### config.mk
export PLATFORM = sky130hd
export DESIGN_NAME = pool2x2_stage
export DESIGN_NICKNAME = d
export VERILOG_FILES = /design/src/rtl/pool2x2_pkg.sv /design/src/rtl/pool_raster_ctr.sv /design/src/rtl/pool_halfline_ram.sv /design/src/rtl/pool_lane_max.sv /design/src/rtl/pool_out_fifo.sv /design/src/rtl/pool2x2_stage.sv
export SDC_FILE = /design/constraint.sdc
export NUM_CORES = 1
export LEC_CHECK = 0
export ABC_AREA = 1
export CAP_MARGIN = 20
export CORE_AREA = 2 2 147 149
export DETAILED_ROUTE_END_ITERATION = 7
export DIE_AREA = 0 0 149 151
export PLACE_DENSITY = 0.77
export SETUP_SLACK_MARGIN = 0.5
export SLEW_MARGIN = 5
export SYNTH_ARGS = -nofsm -noshare
export SYNTH_HDL_FRONTEND = slang
export SYNTH_HIERARCHICAL = 1
export SYNTH_SLANG_ARGS = --single-unit
### constraint.sdc
create_clock -name clk -period 5.6 [get_ports clk]
set_input_delay 1.12 -clock clk [delete_from_list [all_inputs] [get_ports clk]]
set_output_delay 1.12 -clock clk [all_outputs]
set_load 0.05 [all_outputs]
### src/rtl/pool2x2_pkg.sv
package pool2x2_pkg;
  // Role of an input beat within its 2x2 window
  typedef enum logic [1:0] {
    POS_SEED  = 2'd0,  // even row, even column: overwrite slot
    POS_FOLD  = 2'd1,  // intermediate pixel: read-compare-write
    POS_FINAL = 2'd2   // odd row, odd column: window complete
  } win_pos_t;
endpackage

### src/rtl/pool_raster_ctr.sv
module pool_raster_ctr
  import pool2x2_pkg::*;
#(
  parameter int IMG_W   = 8,
  parameter int NUM_GRP = 2,
  parameter int AW      = 3
) (
  input  logic          clk,
  input  logic          rst,
  input  logic          step,
  output logic [AW-1:0] slot,
  output win_pos_t      pos
);
  localparam int XW = (IMG_W > 2) ? $clog2(IMG_W) : 1;
  localparam int GB = (NUM_GRP > 1) ? $clog2(NUM_GRP) : 1;

  logic [XW-1:0] col;
  logic [GB-1:0] grp;
  logic          row_odd;

  wire grp_wrap = (grp == GB'(NUM_GRP - 1));
  wire col_wrap = (col == XW'(IMG_W - 1));

  always_ff @(posedge clk) begin
    if (rst) begin
      col     <= '0;
      grp     <= '0;
      row_odd <= 1'b0;
    end else if (step) begin
      if (grp_wrap) begin
        grp <= '0;
        if (col_wrap) begin
          col     <= '0;
          row_odd <= ~row_odd;
        end else begin
          col <= col + 1'b1;
        end
      end else begin
        grp <= grp + 1'b1;
      end
    end
  end

  always_comb begin
    slot = AW'((32'(col) >> 1) * NUM_GRP + 32'(grp));
    if (!row_odd && !col[0])
      pos = POS_SEED;
    else if (row_odd && col[0])
      pos = POS_FINAL;
    else
      pos = POS_FOLD;
  end
endmodule

### src/rtl/pool_halfline_ram.sv
module pool_halfline_ram #(
  parameter int DEPTH = 8,
  parameter int WIDTH = 16,
  parameter int AW    = 3
) (
  input  logic             clk,
  input  logic             we,
  input  logic [AW-1:0]    waddr,
  input  logic [WIDTH-1:0] wdata,
  input  logic             re,
  input  logic [AW-1:0]    raddr,
  output logic [WIDTH-1:0] rdata
);
  logic [WIDTH-1:0] mem [DEPTH];

  // simple dual-port, registered read, read-before-write on collision
  always_ff @(posedge clk) begin
    if (we)
      mem[waddr] <= wdata;
    if (re)
      rdata <= mem[raddr];
  end
endmodule

### src/rtl/pool_lane_max.sv
module pool_lane_max #(
  parameter int LANES  = 2,
  parameter int DATA_W = 8
) (
  input  logic [LANES*DATA_W-1:0] a,
  input  logic [LANES*DATA_W-1:0] b,
  output logic [LANES*DATA_W-1:0] y
);
  for (genvar l = 0; l < LANES; l++) begin : g_lane
    wire signed [DATA_W-1:0] va = a[l*DATA_W +: DATA_W];
    wire signed [DATA_W-1:0] vb = b[l*DATA_W +: DATA_W];
    assign y[l*DATA_W +: DATA_W] = (va > vb) ? va : vb;
  end
endmodule

### src/rtl/pool_out_fifo.sv
module pool_out_fifo #(
  parameter int DEPTH = 4,
  parameter int WIDTH = 16,
  parameter int CW    = 3
) (
  input  logic             clk,
  input  logic             rst,
  input  logic             push,
  input  logic [WIDTH-1:0] din,
  input  logic             pop,
  output logic [WIDTH-1:0] dout,
  output logic             valid,
  output logic [CW-1:0]    count
);
  localparam int PW = (DEPTH > 1) ? $clog2(DEPTH) : 1;

  logic [WIDTH-1:0] mem [DEPTH];
  logic [PW-1:0]    wr_ptr, rd_ptr;

  function automatic logic [PW-1:0] bump(input logic [PW-1:0] p);
    return (p == PW'(DEPTH - 1)) ? '0 : p + 1'b1;
  endfunction

  always_ff @(posedge clk) begin
    if (push)
      mem[wr_ptr] <= din;
  end

  always_ff @(posedge clk) begin
    if (rst) begin
      wr_ptr <= '0;
      rd_ptr <= '0;
      count  <= '0;
    end else begin
      if (push) wr_ptr <= bump(wr_ptr);
      if (pop)  rd_ptr <= bump(rd_ptr);
      count <= count + CW'(push) - CW'(pop);
    end
  end

  assign dout  = mem[rd_ptr];
  assign valid = (count != '0);
endmodule

### src/rtl/pool2x2_stage.sv
module pool2x2_stage
  import pool2x2_pkg::*;
#(
  parameter int DATA_W     = 8,
  parameter int LANES      = 2,
  parameter int NUM_GRP    = 2,
  parameter int IMG_W      = 8,
  parameter int FIFO_DEPTH = 4
) (
  input  logic                    clk,
  input  logic                    rst,
  input  logic                    in_valid,
  output logic                    in_ready,
  input  logic [LANES*DATA_W-1:0] in_data,
  output logic                    out_valid,
  input  logic                    out_ready,
  output logic [LANES*DATA_W-1:0] out_data
);
  localparam int BW    = LANES * DATA_W;
  localparam int SLOTS = (IMG_W / 2) * NUM_GRP;
  localparam int AW    = (SLOTS > 1) ? $clog2(SLOTS) : 1;
  localparam int CW    = $clog2(FIFO_DEPTH + 1);

  logic          accept;
  logic [AW-1:0] cur_slot;
  win_pos_t      cur_pos;

  // stage-1 registers: beat whose slot read is in flight
  logic          s1_valid;
  win_pos_t      s1_pos;
  logic [AW-1:0] s1_slot;
  logic [BW-1:0] s1_data;
  logic          byp_hit;
  logic [BW-1:0] byp_data;

  logic [BW-1:0] ram_q, s1_old, s1_max, s1_result;
  logic          s1_push;
  logic [CW-1:0] fifo_cnt;
  logic [CW:0]   room_need;

  assign accept = in_valid && in_ready;

  pool_raster_ctr #(.IMG_W(IMG_W), .NUM_GRP(NUM_GRP), .AW(AW)) u_ctr (
    .clk  (clk),
    .rst  (rst),
    .step (accept),
    .slot (cur_slot),
    .pos  (cur_pos)
  );

  pool_halfline_ram #(.DEPTH(SLOTS), .WIDTH(BW), .AW(AW)) u_ram (
    .clk   (clk),
    .we    (s1_valid),
    .waddr (s1_slot),
    .wdata (s1_result),
    .re    (accept),
    .raddr (cur_slot),
    .rdata (ram_q)
  );

  always_ff @(posedge clk) begin
    if (rst)
      s1_valid <= 1'b0;
    else
      s1_valid <= accept;
  end

  always_ff @(posedge clk) begin
    if (accept) begin
      s1_pos   <= cur_pos;
      s1_slot  <= cur_slot;
      s1_data  <= in_data;
      // slot being written this edge is the one being read: forward it
      byp_hit  <= s1_valid && (s1_slot == cur_slot);
      byp_data <= s1_result;
    end
  end

  assign s1_old = byp_hit ? byp_data : ram_q;

  pool_lane_max #(.LANES(LANES), .DATA_W(DATA_W)) u_max (
    .a (s1_data),
    .b (s1_old),
    .y (s1_max)
  );

  assign s1_result = (s1_pos == POS_SEED) ? s1_data : s1_max;
  assign s1_push   = s1_valid && (s1_pos == POS_FINAL);

  pool_out_fifo #(.DEPTH(FIFO_DEPTH), .WIDTH(BW), .CW(CW)) u_fifo (
    .clk   (clk),
    .rst   (rst),
    .push  (s1_push),
    .din   (s1_result),
    .pop   (out_valid && out_ready),
    .dout  (out_data),
    .valid (out_valid),
    .count (fifo_cnt)
  );

  // reserve room for a result still in stage 1
  assign room_need = {1'b0, fifo_cnt} + {{CW{1'b0}}, s1_push};
  assign in_ready  = (room_need < (CW+1)'(FIFO_DEPTH));
endmodule

==> results of run 1 <==
report_power, final:
group / internal [mW] / total (mW) / switching [mW]
combinational: 0.558 / 1.94 / 1.38
clock: 0.990 / 1.71 / 0.722
sequential: 2.65 / 2.76 / 0.107
total: 4.20 / 6.41 / 2.21
worst register-to-register path: cells and delay by family, from the launching register on:
kind	cells	cell delay [ns]
AOI/OAI and AO/OA	2	0.27
adders and majority gates	1	0.26
muxes	1	0.44
and+or+nand+nor	6	1.17
buffers and inverters	1	0.07
DFF	1	0.79
flip-flops by register name, summed over array words and instances (netlist names), named ones only:
register and flops:
byp_data 16, byp_hit 1, s1_data 16, s1_pos 2
s1_slot 3, s1_valid 1, u_ctr/col 3, u_ctr/grp 1
u_ctr/row_odd 1, u_fifo/count 3, u_fifo/mem 64, u_fifo/rd_ptr 2
u_fifo/wr_ptr 2, u_ram/mem 128, u_ram/rdata 16
logic make-up after synthesis:
family	Yosys count	share of synthesized area, %
and+or+nand+nor	479	17.06
DFF	261	64.59
buffers and inverters	256	9.702
AOI/OAI and AO/OA	81	4.163
adders and majority gates	27	2.901
muxes	16	1.514
xor gates and xnor gates	1	0.07360
through the flow:
stage	utilization [%]	power, mW	instances	setup slack (ns)
6_report	63.80	6.409	1459	1.947
5_1_grt	63.80	6.735	1459	1.809
4_1_cts	63.70	6.433	1458	1.600
3_5_place_dp	59.52	4.721	1406	2.211
3_3_place_gp	59.43	4.664	1405	2.224
2_1_floorplan	-	4.176	1121	2.750
worst max path at each step:
stage | startpoint | endpoint
floorplan | in_valid | u_ctr/col[1]
global placement | flip-flop | out_data[8]
detailed placement | flip-flop | out_data[13]
CTS | flip-flop | out_data[13]
global route | s1_pos[1] | in_ready
finish | s1_pos[1] | in_ready
layer usage:
metal / up-vias / wire length, µm
met1: 3708 / 9936
met4: 0 / 616
met3: 46 / 1329
met5: - / 0
li1: 3727 / -
met2: 222 / 11930
layout make-up:
class / count / area (µm²) / area share (%)
Multi-Input combinational cell: 604 / 3060 / 23.04
Timing Repair Buffer: 53 / 515.5 / 3.881
Inverter: 214 / 804.5 / 6.056
Clock inverter: 11 / 70.07 / 0.5275
Sequential cell: 261 / 7690 / 57.89
Tap cell: 275 / 344.1 / 2.590
Clock buffer: 41 / 799.5 / 6.019
cell usage in the layout (no fill, tap or decap), drive strengths merged, types with 10 or more instances in the layout:
cell type / instances
mux2: 16
clkdlybuf4s50: 37
buf: 16
nor2: 36
a21oi: 24
nand2: 348
o21ai: 39
o211ai: 16
ha: 26
clkinv: 10
inv: 214
dfxtp: 15
edfxtp: 246
clkbuf: 41
nand3: 74
nand4: 19
==> key figures, run 1 <==
Global routing
  – Initial antenna violation count: 0
  – Total GRT Usage: between 20% and 30%
  – Met1 Usage GRT: about 28%
  – Grt ovf: 0
  – Met2 usage: a little under two fifths
  – Vias in the first global route: roughly 7600
  – Largest net degree at the start of global routing: between 70 and 80
  – GR Util met3: between 2 and 3%
  – Most used routing layer: met2
  – First-pass GRT wire length: between 30 and 40 mm

Place
  – IO Port Bufs: 37
  – Placed Area: 12390 µm²
  – Post-DP HPWL: approximately 15 mm
  – Gpl congestion: 0.7858

Synthesis
  – Synth Warn #: 6
  – Dominant synthesized flop cell: edfxtp_1
  – Synth cell count leaders: 343 x nand2_1, 246 x edfxtp_1, 212 x inv_1
  – Ranking of synthesized cells by area: edfxtp_1 62%, nand2_1 11%, inv_1 6.7%, nand3_1 2.9%, ha_1 2.7%
  – Count leader, synth: nand2_1
  – Synth area leader: edfxtp_1
  – Share of the synthesized area in the top cell type: 62.06%
  – Avg Inst Size Synth: 10.62 µm²
  – Synthesized instance count: 1121
  – Synthesized cell area: around 12000 µm²
  – Seq/Total Area, Yosys: between 60% and 70%
  – Netlist cell types: 32
  – Number of synthesized flops with an enable pin: 246
  – Ys async rst share: 0%
  – Post-synthesis register bit count: 261
  – Synthesized net count: 1168

Critical path
  – Slowest stage delay, CP: roughly 0.77 ns
  – Worst path depth: 4
  – CP Class: flip-flop to output port
  – CP Data Required Time: roughly 4.5 ns
  – Worst Path Arrival: approximately 2.5 ns
  – RR Endpoint: u_ram/mem[4][12]
  – Worst setup SP type: flip-flop
  – Slowest cell on the critical path: edfxtp_1
  – Reg-to-reg startpoint: byp_hit
  – R2r worst-path depth: 11
  – Buf+Inv Stages, Crit Path: 1
  – Worst path top cell family by delay: flip-flops
  – Critical Path Sink Type: output port
  – Crit-path cells: nand2_2 > nor2_4 > a21oi_1 > clkdlybuf4s50_1
  – Worst Path Max Fanout: 18
  – FF-to-FF setup slack: around 2.3 ns

Timing
  – Final Max Tran Viols: 0
  – Final-report hold violation count: 0
  – RSZ-0062 raised after global routing: no
  – Final Setup Violations: 0
  – Final period util: between 60% and 70%
  – Setup TNS: 0 ns
  – Slew @ Worst Pin: 0.7771 ns
  – Min cycle time layout: approximately 3.7 ns
  – Clk_skew: approximately 0.031 ns
  – Fmax: 273.7 MHz
  – Max_slew headroom: 48.19%
  – Final hold slack: ~0.53 ns

Detailed routing
  – Routed wire length: approximately 24 mm
  – First-pass DRT Iterations: 5
  – Routed wire per std cell: ~16 µm
  – Routed vias/inst: 5.280
  – Detailed-route via count: approximately 7700
  – # DRC: 0
  – Drt first-iter violations: 683
  – ANT nets after route: 0

Outcome
  – Status: completed

Clock network
  – H-Tree Depth: 1
  – Total CTS buffers: 28
  – Num Clock Sinks: ~260
  – Post-cts resize count: 0
  – Bufs on Longest Clock Path: 3
  – Clock latency on the worst-skew pair: about 0.55 ns
  – Clk root buf: clkbuf_16
  – Worst-path clk slew: about 0.060 ns
  – Post CTS Setup Buffer Count: 0
  – CTS tree: built
  – Cts hold-fix bufs: 0

Hold path
  – Min-delay src: u_fifo/rd_ptr[0]
  – Hold Path Class: flip-flop to flip-flop
  – Hold depth: 2

Floorplanning
  – Die width: around 150 µm
  – Number of cell rows: between 50 and 60
  – Die ar.: 22500 µm²
  – Initial core utilization: 57.16%
  – Die height: between 150 and 200 µm
  – Area of the core: approximately 21000 µm²
  – IO Count: 38

Finish
  – Synth-to-Final Area Change: 11.61%
  – Fillers: ~1600
  – # diodes: 0
  – Layout cells sized above 1: about 9.1%
  – Final instance area: between 10000 and 15000 µm²
  – Final nets: roughly 1200

Job
  – Max_cap viols: 0

Power and ir drop
  – VDD IR-drop max: 0.3895 mV
  – Leak Pwr: about 5.7 nW
  – Power per cell area: 482.4 nW/µm²
Note: power is estimated with default switching activity, not from simulation.
==> run 2: changes to the inputs <==
- clock period: 5.6 -> 3.47 ns (I/O delays scaled with it)
==> run 2 against run 1 <==
Compared with the run above:
- clock-buffer cell count down 10
- non-clock buffer count up 3
- final area up 0.88%
- largest cell class unchanged
- combinational power up 64%
- sequential share of layout area down 0.50 points
- critical path depth unchanged
- clock power up 75%
- die area unchanged
- wire length up 11%
- register-to-register slack worse by 1.6 ns
- clock skew down 0.011 ns
==> key figures, run 2 (synthesized netlist as in run 1, its figures left out) <==
Clock network
  – Worst-path clk slew: 0.05 ns (about the same)
  – Total CTS buffers: 27 (-3.6%)
  – CTS tree: built
  – Clock latency on the worst-skew pair: 0.53 ns (-0.02 ns)
  – Bufs on Longest Clock Path: 3 (unchanged)
  – Num Clock Sinks: 261 (unchanged)
  – Cts hold-fix bufs: 0 (unchanged)
  – Clk root buf: clkbuf_16
  – H-Tree Depth: 1 (unchanged)

Detailed routing
  – Drt first-iter violations: 711 (+4.1%)
  – First-pass DRT Iterations: 7 (+2)
  – ANT nets after route: 0 (unchanged)
  – Routed wire length: 26.42 mm (+11%)
  – Routed wire per std cell: 18.08 µm (+11%)
  – # DRC: 0 (unchanged)
  – Routed vias/inst: 5.395 (+2.2%)
  – Detailed-route via count: 7882 (+2.3%)

Critical path
  – Worst Path Max Fanout: 32 (+14)
  – CP Data Required Time: 2.78 ns (-1.70 ns)
  – Worst setup SP type: flip-flop
  – Critical Path Sink Type: output port
  – CP Class: flip-flop to output port
  – Worst Path Arrival: 2.17 ns (-0.36 ns)
  – Reg-to-reg startpoint: byp_hit

Power and ir drop
  – Power per cell area: 790.8 nW/µm² (+64%)
  – VDD IR-drop max: 0.5314 mV (+36%)
  – Leak Pwr: 5.807 nW (+1.3%)

Job
  – Max_cap viols: 0 (unchanged)

Floorplanning
  – Die width: 149 µm (unchanged)
  – Die ar.: 22500 µm² (unchanged)
  – IO Count: 38 (unchanged)
  – Area of the core: 20820 µm² (unchanged)
  – Number of cell rows: 53 (unchanged)
  – Die height: 151 µm (unchanged)
  – Initial core utilization: 57.16% (unchanged)

Global routing
  – Largest net degree at the start of global routing: 72 (unchanged)
  – First-pass GRT wire length: 40.03 mm (+5.2%)
  – Vias in the first global route: 7296 (-3.5%)
  – Total GRT Usage: 23.75% (+2.0 points)
  – Grt ovf: 0 (unchanged)
  – Initial antenna violation count: 0 (unchanged)

Timing
  – Final-report hold violation count: 0 (unchanged)
  – Final worst slack: 0.6039 ns (-1.343 ns)
  – Final Max Tran Viols: 0 (unchanged)
  – Max_slew headroom: 35.41% (-13 points)
  – Clk_skew: 0.01977 ns (-0.01128 ns)
  – Slew @ Worst Pin: 0.9679 ns (+0.1907 ns)
  – RSZ-0062 raised after global routing: no
  – Min cycle time layout: around 2.9 ns
  – Setup TNS: 0 ns (unchanged)
  – Final period util: between 80 and 90%
  – Final Setup Violations: 0 (unchanged)
  – Fmax: ~350 MHz

Finish
  – Area occupied by multi-input gates: 3113 µm² (+1.7%)
  – Commonest non-fill, non-tap cells in the layout: 328 x nand2_1, 246 x edfxtp_1, 211 x inv_1
  – Reg with most FFs: u_ram/mem
  – Fillers: 1567 (+0.84%)
  – Synth-to-Final Area Change: 12.58%
  – # diodes: 0 (unchanged)
  – Layout cells sized above 1: 10.88% (+1.8 points)
  – Commonest non-fill, non-tap cell in the layout: nand2_1
  – Flip-flop count of the largest register after layout: 128 (unchanged)
  – Top flop regs: u_ram/mem: 128 flops, u_fifo/mem: 64 flops
  – Storage cell area: 7690 µm² (unchanged)
  – Final nets: 1212 (+0.25%)

Place
  – Setup WS pre-CTS: 0.5687 ns (-1.642 ns)
  – IO Port Bufs: 37 (unchanged)
  – Gpl congestion: 0.8810 (+12%)
  – Post-DP HPWL: 15.34 mm (+4.2%)

Hold path
  – Hold Path Class: flip-flop to flip-flop
  – Min-delay src: u_fifo/rd_ptr[0]

Outcome
  – Status: completed
==> run 2: layer usage <==
| layer | vias to the layer above | routed length (µm) | track usage, % |
|---|---|---|---|
| met5 | - | 0 | 0 |
| met1 | 3760 | 10830 | 31.50 |
| met4 | 0 | 1020 | 9.190 |
| li1 | 3731 | - | - |
| met2 | 322 | 12500 | 39.98 |
| met3 | 69 | 2076 | 3.494 |
==> run 2: area by class of cell <==
type,count,area share [%]
Clock buffer,31,5.154
Inverter,214,6.004
Multi-Input combinational cell,605,23.23
Tap cell,275,2.568
Sequential cell,261,57.39
Timing Repair Buffer,56,3.922
Clock inverter,19,1.737
==> run 2: final timing paths <==
check        slack, ns              end  cells after the start
min reg2reg       0.50        flip-flop                      2
min               0.50        flip-flop                      2
max               0.60      out_data[5]                      4
max reg2reg       0.70  u_ram/mem[1][3]                     13
==> run 2: power by group <==
group	total [mW]	internal, mW	switching, mW
Sequential	4.42	4.27	0.146
Clock	3.00	1.81	1.19
Combinational	3.18	0.869	2.31
==> run 2: worst max-delay path, stage by stage (launching register included) <==
cell,delay (ns)
dfxtp_1,0.31
buf_4,0.41
o211ai_1,0.17
nand2_1,0.20
dlygate4sd2_1,0.56
==> run 2: repair_timing <==
action | in CTS | in global routing
cloned | 0 | 1
setup buffers | 0 | 0
resized for setup | 16 | 21
setup endpoints to repair | 16 | 208
pin swaps | 0 | 1
==> run 2: metrics by stage <==
stage          power, mW  hold WS, ns  instances  util (%)  instance area [µm²]
2_1_floorplan      6.740       0.4678       1121         -                11900
3_3_place_gp       7.559       0.4919       1410     59.73                12440
3_5_place_dp       7.627       0.4964       1410     59.73                12440
4_1_cts            10.55       0.5098       1460     64.07                13340
5_1_grt            11.09       0.5484       1461     64.36                13400
6_report           10.60       0.5049       1461     64.36                13400
